### src/rtl/stb_pkg.sv
package stb_pkg;
  typedef enum logic [2:0] {
    PH_IDLE,
    PH_SETUP,
    PH_ACK,
    PH_HOLD,
    PH_DONE
  } phase_e;

  // Field positions inside the channel control word
  localparam int SETUP_LSB = 19;
  localparam int WAIT_LSB  = 13;
  localparam int HOLD_LSB  = 10;
  localparam int EOTDIR_BIT = 9;
  localparam int TCEN_BIT   = 8;

  // Polarity word layout: three bits per channel, packed from the top
  localparam int POL_STRIDE = 3;
  localparam int POL_TOP    = 31;
endpackage

### src/rtl/stb_field_dec.sv
module stb_field_dec
  import stb_pkg::*;
#(
  parameter int SETUP_W = 2,
  parameter int WAIT_W  = 6,
  parameter int HOLD_W  = 3
) (
  input  logic [31:0]        ctl_word,
  output logic [SETUP_W-1:0] setup_n,
  output logic [WAIT_W-1:0]  wait_n,
  output logic [HOLD_W-1:0]  hold_n,
  output logic               eot_dir,
  output logic               tc_en
);
  always_comb begin
    setup_n = ctl_word[SETUP_LSB +: SETUP_W];
    wait_n  = ctl_word[WAIT_LSB  +: WAIT_W];
    hold_n  = ctl_word[HOLD_LSB  +: HOLD_W];
    eot_dir = ctl_word[EOTDIR_BIT];
    tc_en   = ctl_word[TCEN_BIT];
  end
endmodule

### src/rtl/stb_pol_sel.sv
module stb_pol_sel
  import stb_pkg::*;
#(
  parameter int CH_IDX = 0,
  parameter int N_SIG  = 3
) (
  input  logic [31:0]      pol_word,
  output logic [N_SIG-1:0] pol_bits   // [0]=request, [1]=ack, [2]=end of transfer
);
  localparam int BASE = POL_TOP - POL_STRIDE * CH_IDX;

  for (genvar g = 0; g < N_SIG; g++) begin : g_sig
    assign pol_bits[g] = pol_word[BASE - g];
  end
endmodule

### src/rtl/stb_phase_seq.sv
module stb_phase_seq
  import stb_pkg::*;
#(
  parameter int SETUP_W = 2,
  parameter int WAIT_W  = 6,
  parameter int HOLD_W  = 3,
  localparam int CNT_W  = (WAIT_W > SETUP_W) ?
                          ((WAIT_W > HOLD_W) ? WAIT_W : HOLD_W) :
                          ((SETUP_W > HOLD_W) ? SETUP_W : HOLD_W)
) (
  input  logic               clk,
  input  logic               rst,
  input  logic               start,
  input  logic [SETUP_W-1:0] setup_n,
  input  logic [WAIT_W-1:0]  wait_n,
  input  logic [HOLD_W-1:0]  hold_n,
  input  logic               eot_dir,
  input  logic               tc_en,
  input  logic               last_in,
  output phase_e             phase,
  output logic               tc_drive
);
  logic [CNT_W-1:0]  cnt;
  logic [WAIT_W-1:0] wait_q;
  logic [HOLD_W-1:0] hold_q;
  logic              tc_arm;

  always_ff @(posedge clk) begin
    if (rst) begin
      phase  <= PH_IDLE;
      cnt    <= '0;
      wait_q <= '0;
      hold_q <= '0;
      tc_arm <= 1'b0;
    end else begin
      case (phase)
        PH_IDLE: if (start) begin
          wait_q <= wait_n;
          hold_q <= hold_n;
          tc_arm <= eot_dir & tc_en & last_in;
          if (setup_n != '0) begin
            phase <= PH_SETUP;
            cnt   <= CNT_W'(setup_n) - CNT_W'(1);
          end else begin
            phase <= PH_ACK;
            cnt   <= CNT_W'(wait_n);
          end
        end
        PH_SETUP: begin
          if (cnt == '0) begin
            phase <= PH_ACK;
            cnt   <= CNT_W'(wait_q);
          end else cnt <= cnt - CNT_W'(1);
        end
        PH_ACK: begin
          if (cnt == '0) begin
            if (hold_q != '0) begin
              phase <= PH_HOLD;
              cnt   <= CNT_W'(hold_q) - CNT_W'(1);
            end else phase <= PH_DONE;
          end else cnt <= cnt - CNT_W'(1);
        end
        PH_HOLD: begin
          if (cnt == '0) phase <= PH_DONE;
          else cnt <= cnt - CNT_W'(1);
        end
        default: phase <= PH_IDLE;
      endcase
    end
  end

  assign tc_drive = tc_arm & (phase == PH_ACK);

  AST_DONE_ONE_CYCLE: assert property (@(posedge clk) disable iff (rst)
    phase == PH_DONE |=> phase == PH_IDLE);
  AST_SKIP_SETUP: assert property (@(posedge clk) disable iff (rst)
    (phase == PH_IDLE && start && setup_n == '0) |=> phase == PH_ACK);
  AST_BUSY_NO_RESTART: assert property (@(posedge clk) disable iff (rst)
    (phase == PH_SETUP && start) |=> phase inside {PH_SETUP, PH_ACK});
  AST_ACK_HOLDS: assert property (@(posedge clk) disable iff (rst)
    (phase == PH_ACK && cnt != '0) |=> phase == PH_ACK);
  AST_HOLD_EXIT: assert property (@(posedge clk) disable iff (rst)
    phase == PH_HOLD |=> phase inside {PH_HOLD, PH_DONE});
endmodule

### src/rtl/stb_timer.sv
module stb_timer
  import stb_pkg::*;
#(
  parameter int CH_IDX  = 0,
  parameter int SETUP_W = 2,
  parameter int WAIT_W  = 6,
  parameter int HOLD_W  = 3
) (
  input  logic        clk,
  input  logic        rst,
  input  logic        start,
  input  logic [31:0] ctl_word,
  input  logic [31:0] pol_word,
  input  logic        last_xfer,
  input  logic        req_pin,
  input  logic        eot_pin_in,
  output logic        ack_pin,
  output logic        eot_pin_out,
  output logic        eot_oe,
  output logic        req_act,
  output logic        eot_req,
  output logic        done
);
  logic [SETUP_W-1:0] setup_n;
  logic [WAIT_W-1:0]  wait_n;
  logic [HOLD_W-1:0]  hold_n;
  logic               eot_dir, tc_en, tc_drive;
  logic [2:0]         pol;
  phase_e             phase;

  stb_field_dec #(.SETUP_W(SETUP_W), .WAIT_W(WAIT_W), .HOLD_W(HOLD_W)) u_dec (
    .ctl_word(ctl_word), .setup_n(setup_n), .wait_n(wait_n), .hold_n(hold_n),
    .eot_dir(eot_dir), .tc_en(tc_en)
  );

  stb_pol_sel #(.CH_IDX(CH_IDX), .N_SIG(3)) u_pol (
    .pol_word(pol_word), .pol_bits(pol)
  );

  stb_phase_seq #(.SETUP_W(SETUP_W), .WAIT_W(WAIT_W), .HOLD_W(HOLD_W)) u_seq (
    .clk(clk), .rst(rst), .start(start), .setup_n(setup_n), .wait_n(wait_n),
    .hold_n(hold_n), .eot_dir(eot_dir), .tc_en(tc_en), .last_in(last_xfer),
    .phase(phase), .tc_drive(tc_drive)
  );

  // Inputs are corrected first; outputs are inverted last
  assign req_act     = req_pin ^ pol[0];
  assign eot_req     = (eot_pin_in ^ pol[2]) & ~eot_dir;
  assign eot_oe      = eot_dir;
  assign ack_pin     = (phase == PH_ACK) ^ pol[1];
  assign eot_pin_out = tc_drive ^ pol[2];
  assign done        = (phase == PH_DONE);

  AST_EOT_ONLY_IN_ACK: assert property (@(posedge clk) disable iff (rst)
    (eot_pin_out != pol[2]) |-> (ack_pin != pol[1]));
  AST_ACK_DONE_EXCL: assert property (@(posedge clk) disable iff (rst)
    !(done && (ack_pin != pol[1])));
  AST_EOT_IN_MASKED: assert property (@(posedge clk) disable iff (rst)
    eot_oe |-> !eot_req);
endmodule

### config.mk
export PLATFORM = sky130hd
export DESIGN_NAME = stb_timer
export DESIGN_NICKNAME = d
export VERILOG_FILES = /design/src/rtl/stb_pkg.sv /design/src/rtl/stb_field_dec.sv /design/src/rtl/stb_pol_sel.sv /design/src/rtl/stb_phase_seq.sv /design/src/rtl/stb_timer.sv
export SDC_FILE = /design/constraint.sdc
export NUM_CORES = 1
export LEC_CHECK = 0
export CELL_PAD_IN_SITES_DETAIL_PLACEMENT = 0
export CELL_PAD_IN_SITES_GLOBAL_PLACEMENT = 1
export CORE_AREA = 2 2 85 79
export DETAILED_ROUTE_END_ITERATION = 7
export DIE_AREA = 0 0 87 81
export GPL_ROUTABILITY_DRIVEN = 0
export PLACE_DENSITY_LB_ADDON = 0.1
export SLEW_MARGIN = 20
export SYNTH_ARGS = -nofsm -noshare
export SYNTH_HDL_FRONTEND = slang
export SYNTH_HIERARCHICAL = 1
export SYNTH_SLANG_ARGS = --single-unit
### constraint.sdc
create_clock -name clk -period 1.93 [get_ports clk]
set_clock_uncertainty 0.2 [all_clocks]
set_input_delay 0.193 -clock clk [delete_from_list [all_inputs] [get_ports clk]]
set_output_delay 0.193 -clock clk [all_outputs]
set_load 0.01 [all_outputs]
Word-level counts from Yosys, hierarchy flattened --
Cells that the tools add are included.
Cells by class: mux-type cells 14, bitwise logic cells 9, reduce and logical (&&, ||, !) cells 8, eq/ne operators 10, add/subtract/negate cells 3
Operators by type and width (number):
- $mux 6 | 6
- $pmux 6 s4 | 1
- $mux 3 | 5
- $pmux 3 s4 | 1
- $reduce_and 4->1 | 2
- $eq 3x2->1 const B | 2
- $logic_not 6->1 | 1
- $ne 2x1->1 const B | 3
- $sub 6x1->6 const B | 1
- $and 1x1->1 | 4
- $ne 2x2->1 const B | 2
- $reduce_bool 4->1 | 1
- $sub 3x1->4 const B | 1
- $xor 1x1->1 | 4
- $eq 3x1->1 const B | 1
- $eq 3x3->1 const B | 1
- $logic_not 3->1 | 1
- $ne 3x3->1 const B | 1
- $reduce_bool 3->1 | 1
- $sub 2x1->3 const B | 1
- $mux 2 | 1
- $reduce_and 2->1 | 1
- $reduce_bool 2->1 | 1
- $not 1->1 | 1
Word-level totals: word-level logic and storage cells 49, input bits 70, output and inout port bits 6, register bits 19

Logic depth before layout (Yosys ltp) --
Gate-level depths: netlist of run 1.
word-level depth 4, mapped depth 8

Modules after synthesis --
Netlist of run 1, hierarchy kept.
By module, submodules not included:
- stb_phase_seq | area each 1247.4 µm², times used 1, seq. area each 380.4 µm², cells an instance 160
- stb_field_dec | area each 97.6 µm², times used 1, seq. area each 0.0 µm², cells an instance 13
- stb_timer | area each 58.8 µm², times used 1, seq. area each 0.0 µm², cells an instance 7
- stb_pol_sel | area each 22.5 µm², times used 1, seq. area each 0.0 µm², cells an instance 3

Worst setup path before layout of run 1 --
OpenSTA, ideal clock, no wires.
path type register -> register, start reg u_seq.hold_q[0], end reg u_seq.cnt[4], data required time 1.639 ns, setup time 0.091 ns, arrival 1.740 ns, stages on the path, launching flop included 9, period minus slack after synthesis 2.031 ns, path buffers 1, slack -0.101 ns, cell sequence dfxtp_1 inv_1 ha_1 ha_1 or2_1 a311oi_4 buf_6 nor2_1 a311oi_1
Between the ends: word-level cells in the longest chain between the ends 4, elaborated cells between the ends (all ways) 7, classes of those cells 1 x add/sub; 1 x eq/ne; 3 x mux; 2 x reduce/logical
RTL lines:
- start, declared | line stb_phase_seq.sv:25 | logic [HOLD_W-1:0] hold_q;
- start signal, assigned | line stb_phase_seq.sv:39 | hold_q <= hold_n;
- $sub 3x1->4 | line stb_phase_seq.sv:59 | cnt <= CNT_W'(hold_q) - CNT_W'(1);
- $mux 6 | line stb_phase_seq.sv:57 | if (hold_q != '0) begin
- $mux 6 | line stb_phase_seq.sv:56 | if (cnt == '0) begin
- $pmux 6 s4 | line stb_phase_seq.sv:36 | case (phase)
- end signal, assigned | line stb_phase_seq.sv:59
- end signal, assigned | line stb_phase_seq.sv:61 | end else cnt <= cnt - CNT_W'(1);
- end signal, assigned | line stb_phase_seq.sv:65 | else cnt <= cnt - CNT_W'(1);
- end, declared | line stb_phase_seq.sv:23 | logic [CNT_W-1:0] cnt;
Several ways; a longest one is shown, not always the timed one. The select of a mux whose other input is x is not followed. A chain may end at the register's enable or synchronous reset.

Worst setup path after layout of run 1 --
start reg u_seq.cnt[0], end reg u_seq.cnt[4]
Between the ends: word-level cells in the longest chain between the ends 3, elaborated cells between the ends (all ways) 9, classes of those cells 1 x add/sub; 2 x eq/ne; 4 x mux; 2 x reduce/logical
RTL lines:
- start signal, assigned | line stb_phase_seq.sv:43 | cnt <= CNT_W'(setup_n) - CNT_W'(1);
- start signal, assigned | line stb_phase_seq.sv:46 | cnt <= CNT_W'(wait_n);
- start signal, assigned | line stb_phase_seq.sv:52 | cnt <= CNT_W'(wait_q);
- $sub 6x1->6 / $logic_not 6->1 (equally long branches)
- $mux 6 (tied with other cells) | line stb_phase_seq.sv:64 | if (cnt == '0) phase <= PH_DONE;
- $pmux 6 s4 / $reduce_and 4->1 (equally long branches)
Several ways; a longest one is shown, not always the timed one. The select of a mux whose other input is x is not followed.

==> impl_metrics.yaml, run 1 <==
critical_path:
  path_cells: "inv_2 > ha_4 > or3b_4 > a311oi_2 > nor3_1 > o211ai_1 > a311oi_2"
  endpoint_kind: "register"
  critical-path-max-stage-delay_ps: 450
  crit_path_max_fanout: 5
  critical-path-top-delay-family: "compound AO/OA/AOI/OAI gates"
  startpoint_type: "register"
  critPathBufInv: 1
  crit_slowest_cell: "or3b_4"
  worstSetupPathType: "register to register"
  critical_path_required_ps: 1850
  arrival_ps: 2020
  critPathMostFrequentCell: "a311oi_2"
clock_network:
  cts_made_buffers: 3
  insertion_delay_ps: 260
  cts_tree: "yes"
  cts_max_level: 1
  cts-root-buf: "clkbuf_8"
  cts_buffer_depth: 2
  cts.sinks: 19
  cts_hold_buffers: 0
  clk_pin_slew_ps: 90
layout:
  layout-drive-gt1-share: 0.351
  area_delta_synth_final_pct: 47.2
  fillCellCount: 663
  diodes: 0
  layout_common_cells: "buf_4, nand2_1, clkdlybuf4s50_1, a21oi_1"
  final_common_cell: "buf_4"
  nNetsFinal: 303
  final_cells: 303
yosys:
  synth_edf_count: 0
  avgSynthCellArea_um2: 7.79
  synth_nets: 257
  synthArstFlopShare: 0
  synthDistinctLibCells: 43
  synth_flop_cell: "dfxtp_1"
  ys_ff_latch: 19
  yosysWarnings: 6
  syn_area_mm2: 0.00143
  syn_inst: 183
  ys_seq_area_frac: 0.267
sta:
  final.setup.tns_ps: -689
  slew_viol_final: 0
  tightest_slew_ps: 643
  fmax_mhz: 478
  setup_slack_ps: -163
  finalSetupViolations: 7
  rsz0062_at_grt: "yes"
  final-hold-violation-count: 0
  slew_headroom: 0.570
  min_period_ps: 2090
  fin_crit_sh: 1.08
status:
  violations: "setup timing"
  outcome: "complete, but fails checks"
place:
  pre_cts_slack_ps: -196
  dp_hpwl_mm: 3.30
  dp_cells: 297
  portBuffers: 27
detailed_routing:
  wl_per_cell_um: 14.0
  dr_total_vias: 1405
  drc: 0
  wl_mm: 4.25
  firstDrtPassIters: 5
  drt-vias-per-instance: 4.64
  drtIter0Drc: 54
  antenna_left: 0
floorplanning:
  initial_core_util: 0.227
  num_rows: 28
  dieArea_mm2: 0.00705
  die_h_um: 81
  boundaryPins: 76
  die_w_um: 87
  coreArea_mm2: 0.00627
global_route:
  grt_start_max_net_pins: 18
  antenna_found_initial: 0
  gr-total-overflow: 0
  track_usage: 0.128
  grt_pass1_vias: 1408
  grt_first_pass_wirelength_mm: 7.00
power_and_ir_drop:
  leakage_nw: 0.782
  power_density_mw_per_mm2: 1400
  ir_worst_vdd_uv: 372
  power.total_mw: 2.93
flow_run:
  cap_violations: 0
hold_path:
  worstHoldPathType: "register to register"
## per-layer routing
metal / part of all wire / global-route usage / vias to the layer above / wire [um]
li1: - / - / 730 / -
met1: 0.48 / 0.171 / 642 / 2040
met2: 0.47 / 0.208 / 27 / 2010
met3: 0.040 / 0.0254 / 6 / 170
met4: 0.0073 / 0.0438 / 0 / 31
met5: 0 / 0 / - / 0
## Yosys cell counts, types with 2 or more instances
cell type	number	area share
xnor2_1	3	0.018
o221ai_1	3	0.018
o41ai_1	2	0.012
nor3_1	10	0.035
nor3b_1	5	0.026
buf_4	16	0.084
buf_2	3	0.011
nor2_1	14	0.037
a311oi_1	6	0.037
xor2_1	4	0.025
a31oi_1	2	0.0088
a21oi_1	16	0.056
o221a_2	2	0.016
o21a_1	2	0.011
nand2_1	31	0.082
dfxtp_1	19	0.27
o22ai_1	2	0.0088
inv_1	8	0.021
buf_6	2	0.016
nand2b_1	4	0.018
ha_1	4	0.035
a211oi_1	3	0.016
nor4_1	2	0.0088
## logic make-up (layout without fill, tap and decap cells)
| logic type | Yosys count | count (layout) | share of synthesized area |
|---|---|---|---|
| multiplexers | 1 | 1 | 0.00789 |
| buffers and inverters | 31 | 76 | 0.137 |
| flip-flops | 19 | 19 | 0.267 |
| adder cells (fa/ha/maj) | 4 | 4 | 0.0351 |
| XOR/XNOR | 7 | 7 | 0.0430 |
| AND/OR/NAND/NOR | 77 | 77 | 0.278 |
| AO/OA/AOI/OAI | 44 | 44 | 0.232 |
## stage by stage
stage / util / hold WS (ps) / instance area (um2)
2_1_floorplan: - / 167 / 1430
3_3_place_gp: 0.304 / 247 / 1910
3_5_place_dp: 0.304 / 250 / 1910
4_1_cts: 0.332 / 261 / 2080
5_1_grt: 0.335 / 251 / 2100
6_report: 0.335 / 255 / 2100
## cell type report
class	instances	area, um2	share of cell area
Clock buffer	3	41.3	0.0197
Clock inverter	1	5.00	0.00238
Inverter	8	30.0	0.0143
Multi-Input combinational cell	133	970	0.462
Sequential cell	19	388	0.185
Tap cell	75	93.8	0.0447
Timing Repair Buffer	64	572	0.272
## repair_timing
item | CTS | global route
gates resized for setup | 33 | 4
setup buffers | 1 | 0
cloned | 1 | 0
pin swaps | 5 | 2
setup endpoints to repair | 11 | 9
## tightest hold or removal path: stages, from the launching register on
cell,delay [ps]
dfxtp_1,320
nand2_1,50
a21oi_1,50
## path summary, 6_finish.rpt
path                  end    startpoint  slack (ps)  depth (start not counted)
max          u_seq/cnt[4]  u_seq/cnt[0]        -160                          7
min          u_seq/tc_arm  u_seq/tc_arm         260                          2
max reg2reg  u_seq/cnt[4]  u_seq/cnt[0]        -160                          7
min reg2reg  u_seq/tc_arm  u_seq/tc_arm         260                          2
## sequential cells by signal, indices dropped and copies added, names as in the netlist
| signal | count |
|---|---|
| u_seq/hold_q | 3 |
| u_seq/wait_q | 6 |
| u_seq/tc_arm | 1 |
| u_seq/cnt | 6 |
| u_seq/phase | 3 |
## where the power goes
part / switching (mW) / total (mW) / internal, mW
Combinational: 1.05 / 2.05 / 1.00
Sequential: 0.0789 / 0.578 / 0.499
Clock: 0.159 / 0.303 / 0.144
Total: 1.29 / 2.93 / 1.65
Note: power is estimated with default switching activity, not from simulation.
==> run 2: changes to the inputs <==
CORE_AREA = 2 2 84 78   (was 2 2 85 79)
DIE_AREA = 0 0 86 80   (was 0 0 87 81)
SYNTH_HIERARCHICAL = default   (was 1)
==> impl_metrics.yaml, run 2 <==
power_and_ir_drop:
  leakage_nw: 0.832
  power_density_mw_per_mm2: 1490
  ir_worst_vdd_uv: 533
detailed_routing:
  dr_total_vias: 1460
  drt-vias-per-instance: 4.68
  wl_per_cell_um: 14.7
  drc: 0
  wl_mm: 4.59
  drtIter0Drc: 60
  antenna_left: 0
  firstDrtPassIters: 5
global_route:
  antenna_found_initial: 0
  grt_first_pass_wirelength_mm: 7.45
  grt_pass1_vias: 1460
  gr-total-overflow: 0
  track_usage: 0.140
  grt_start_max_net_pins: 23
floorplanning:
  num_rows: 27
  coreArea_mm2: 0.00598
  boundaryPins: 76
  die_h_um: 80
  dieArea_mm2: 0.00688
  die_w_um: 86
  initial_core_util: 0.214
place:
  dp_hpwl_mm: 3.70
  dp_cells: 307
  portBuffers: 27
critical_path:
  r2r_start: "u_seq.cnt[1]"
  arrival_ps: 2060
  worstSetupPathType: "register to register"
  rrSetupSlack_ps: -180
  critical_path_required_ps: 1880
  startpoint_type: "register"
  endpoint_kind: "register"
  r2r_cells: 8
  worstReg2RegEnd: "u_seq.cnt[2]"
  crit_path_max_fanout: 5
hold_path:
  worstHoldStart: "u_seq.tc_arm"
  whs_path_depth: 2
  worstHoldPathType: "register to register"
  hold_path_end: "u_seq.tc_arm"
layout:
  final_common_cell: "buf_4"
  nNetsFinal: 315
  postLayoutCoreUtil: 0.344
  area_delta_synth_final_pct: 60.9
  largest_registers: "u_seq.cnt (6), u_seq.wait_q (6)"
  final_cells: 312
  layout-drive-gt1-share: 0.304
  layout_common_cells: "buf_4, nand2_1, clkdlybuf4s50_1, a21oi_1, dfxtp_1"
  diodes: 0
  seq_area_um2: 385
  multi_input_area_um2: 913
  fillCellCount: 628
yosys:
  yosys.area.top_type: "dfxtp_1"
  yosysMostFrequentCell: "nand2_1"
  synth.area.top_cells: "dfxtp_1, nand2_1, a21oi_1, nor2_1, ha_1"
  synthDistinctLibCells: 47
  synth_nets: 251
  synth_top_cells_by_count: "nand2_1, a21oi_1, dfxtp_1, nor2_1, inv_1"
  ys_seq_area_frac: 0.297
  syn_area_mm2: 0.00128
  synthArstFlopShare: 0
  synth_edf_count: 0
  synth_flop_cell: "dfxtp_1"
  yosysWarnings: 0
  synth_top_area_frac: 0.297
  avgSynthCellArea_um2: 7.22
  syn_inst: 177
  ys_ff_latch: 19
sta:
  finalSetupViolations: 8
  min_period_ps: 2110
  slew_headroom: 0.719
  tightest_slew_ps: 418
  fmax_mhz: 474
  slew_viol_final: 0
  setup_slack_ps: -181
  final-hold-violation-count: 0
  whs_ps: 256
  rsz0062_at_grt: "yes"
  fin_crit_sh: 1.09
clock_network:
  cts_made_buffers: 3
  cts_max_level: 1
  insertion_delay_ps: 270
  cts_tree: "yes"
  cts.sinks: 19
  clk_pin_slew_ps: 80
  cts_buffer_depth: 2
  cts-root-buf: "clkbuf_8"
  cts_hold_buffers: 0
flow_run:
  cap_violations: 0
status:
  outcome: "complete, but fails checks"
  violations: "setup timing"
==> run 2: layout make-up <==
class | instances | share of cell area
multi-input combinational | 139 | 0.444
timing repair buffer | 69 | 0.286
tap | 72 | 0.0438
clock buffer | 4 | 0.0219
inverter | 9 | 0.0164
sequential | 19 | 0.187
==> run 2: what timing repair did <==
| item | 4_1_cts | 5_1_grt |
|---|---|---|
| setup endpoints to repair | 11 | 9 |
| buffers inserted | 1 | 0 |
| resized for setup | 13 | 9 |
| gates cloned | 0 | 0 |
| pin swaps | 8 | 4 |
==> run 2: per-layer routing <==
| metal | GRT usage | wire length (um) |
|---|---|---|
| met2 | 0.239 | 2220 |
| met1 | 0.184 | 2230 |
| met4 | 0.0238 | 19 |
| met5 | 0 | 0 |
| met3 | 0.0300 | 128 |
==> run 2: critical path: stages, from the launching register on <==
cell and delay, ps:
dfxtp_2 330, inv_2 70, ha_4 140, or3b_4 390, buf_6 130, or2_1 210
buf_4 170, a211oi_1 260, o31ai_1 110
==> run 2: metrics by stage <==
step / power [mW] / setup TNS, ps / area (um2) / worst slack [ps]
after floorplan: 1.79 / -894 / 1330 / -241
after global placement: 2.61 / -1010 / 1920 / -157
after detailed placement: 2.60 / -1310 / 1920 / -210
after CTS: 3.00 / -1030 / 2020 / -196
after global routing: 3.36 / -1660 / 2060 / -258
final: 3.06 / -941 / 2060 / -181
==> run 2: how the worst max path moves through the flow <==
stage,startpoint,to,slack (ps),cells after the start
after global routing,u_seq.cnt[1],u_seq.cnt[0],-260,8
after detailed placement,u_seq.cnt[0],u_seq.cnt[5],-210,8
after CTS,u_seq.cnt[1],u_seq.cnt[5],-200,8
final,u_seq.cnt[1],u_seq.cnt[2],-180,8
after floorplan,u_seq.hold_q[1],u_seq.cnt[2],-240,8
after global placement,u_seq.hold_q[1],u_seq.cnt[4],-160,9
==> run 2: cells by family (layout without fill, tap and decap cells) <==
family | Yosys count | in the layout | synth area share
AOI/OAI and AO/OA | 55 | 55 | 0.278
xor gates and xnor gates | 6 | 6 | 0.0411
adders and majority gates | 4 | 4 | 0.0391
buffers and inverters | 19 | 82 | 0.0675
DFF | 19 | 19 | 0.297
and+or+nand+nor | 74 | 74 | 0.277
==> run 2: report_power, final <==
part	total (mW)	internal (mW)	switching (mW)
clock network	0.300	0.147	0.153
registers	0.595	0.508	0.0875
logic	2.17	1.06	1.11
total	3.06	1.71	1.35
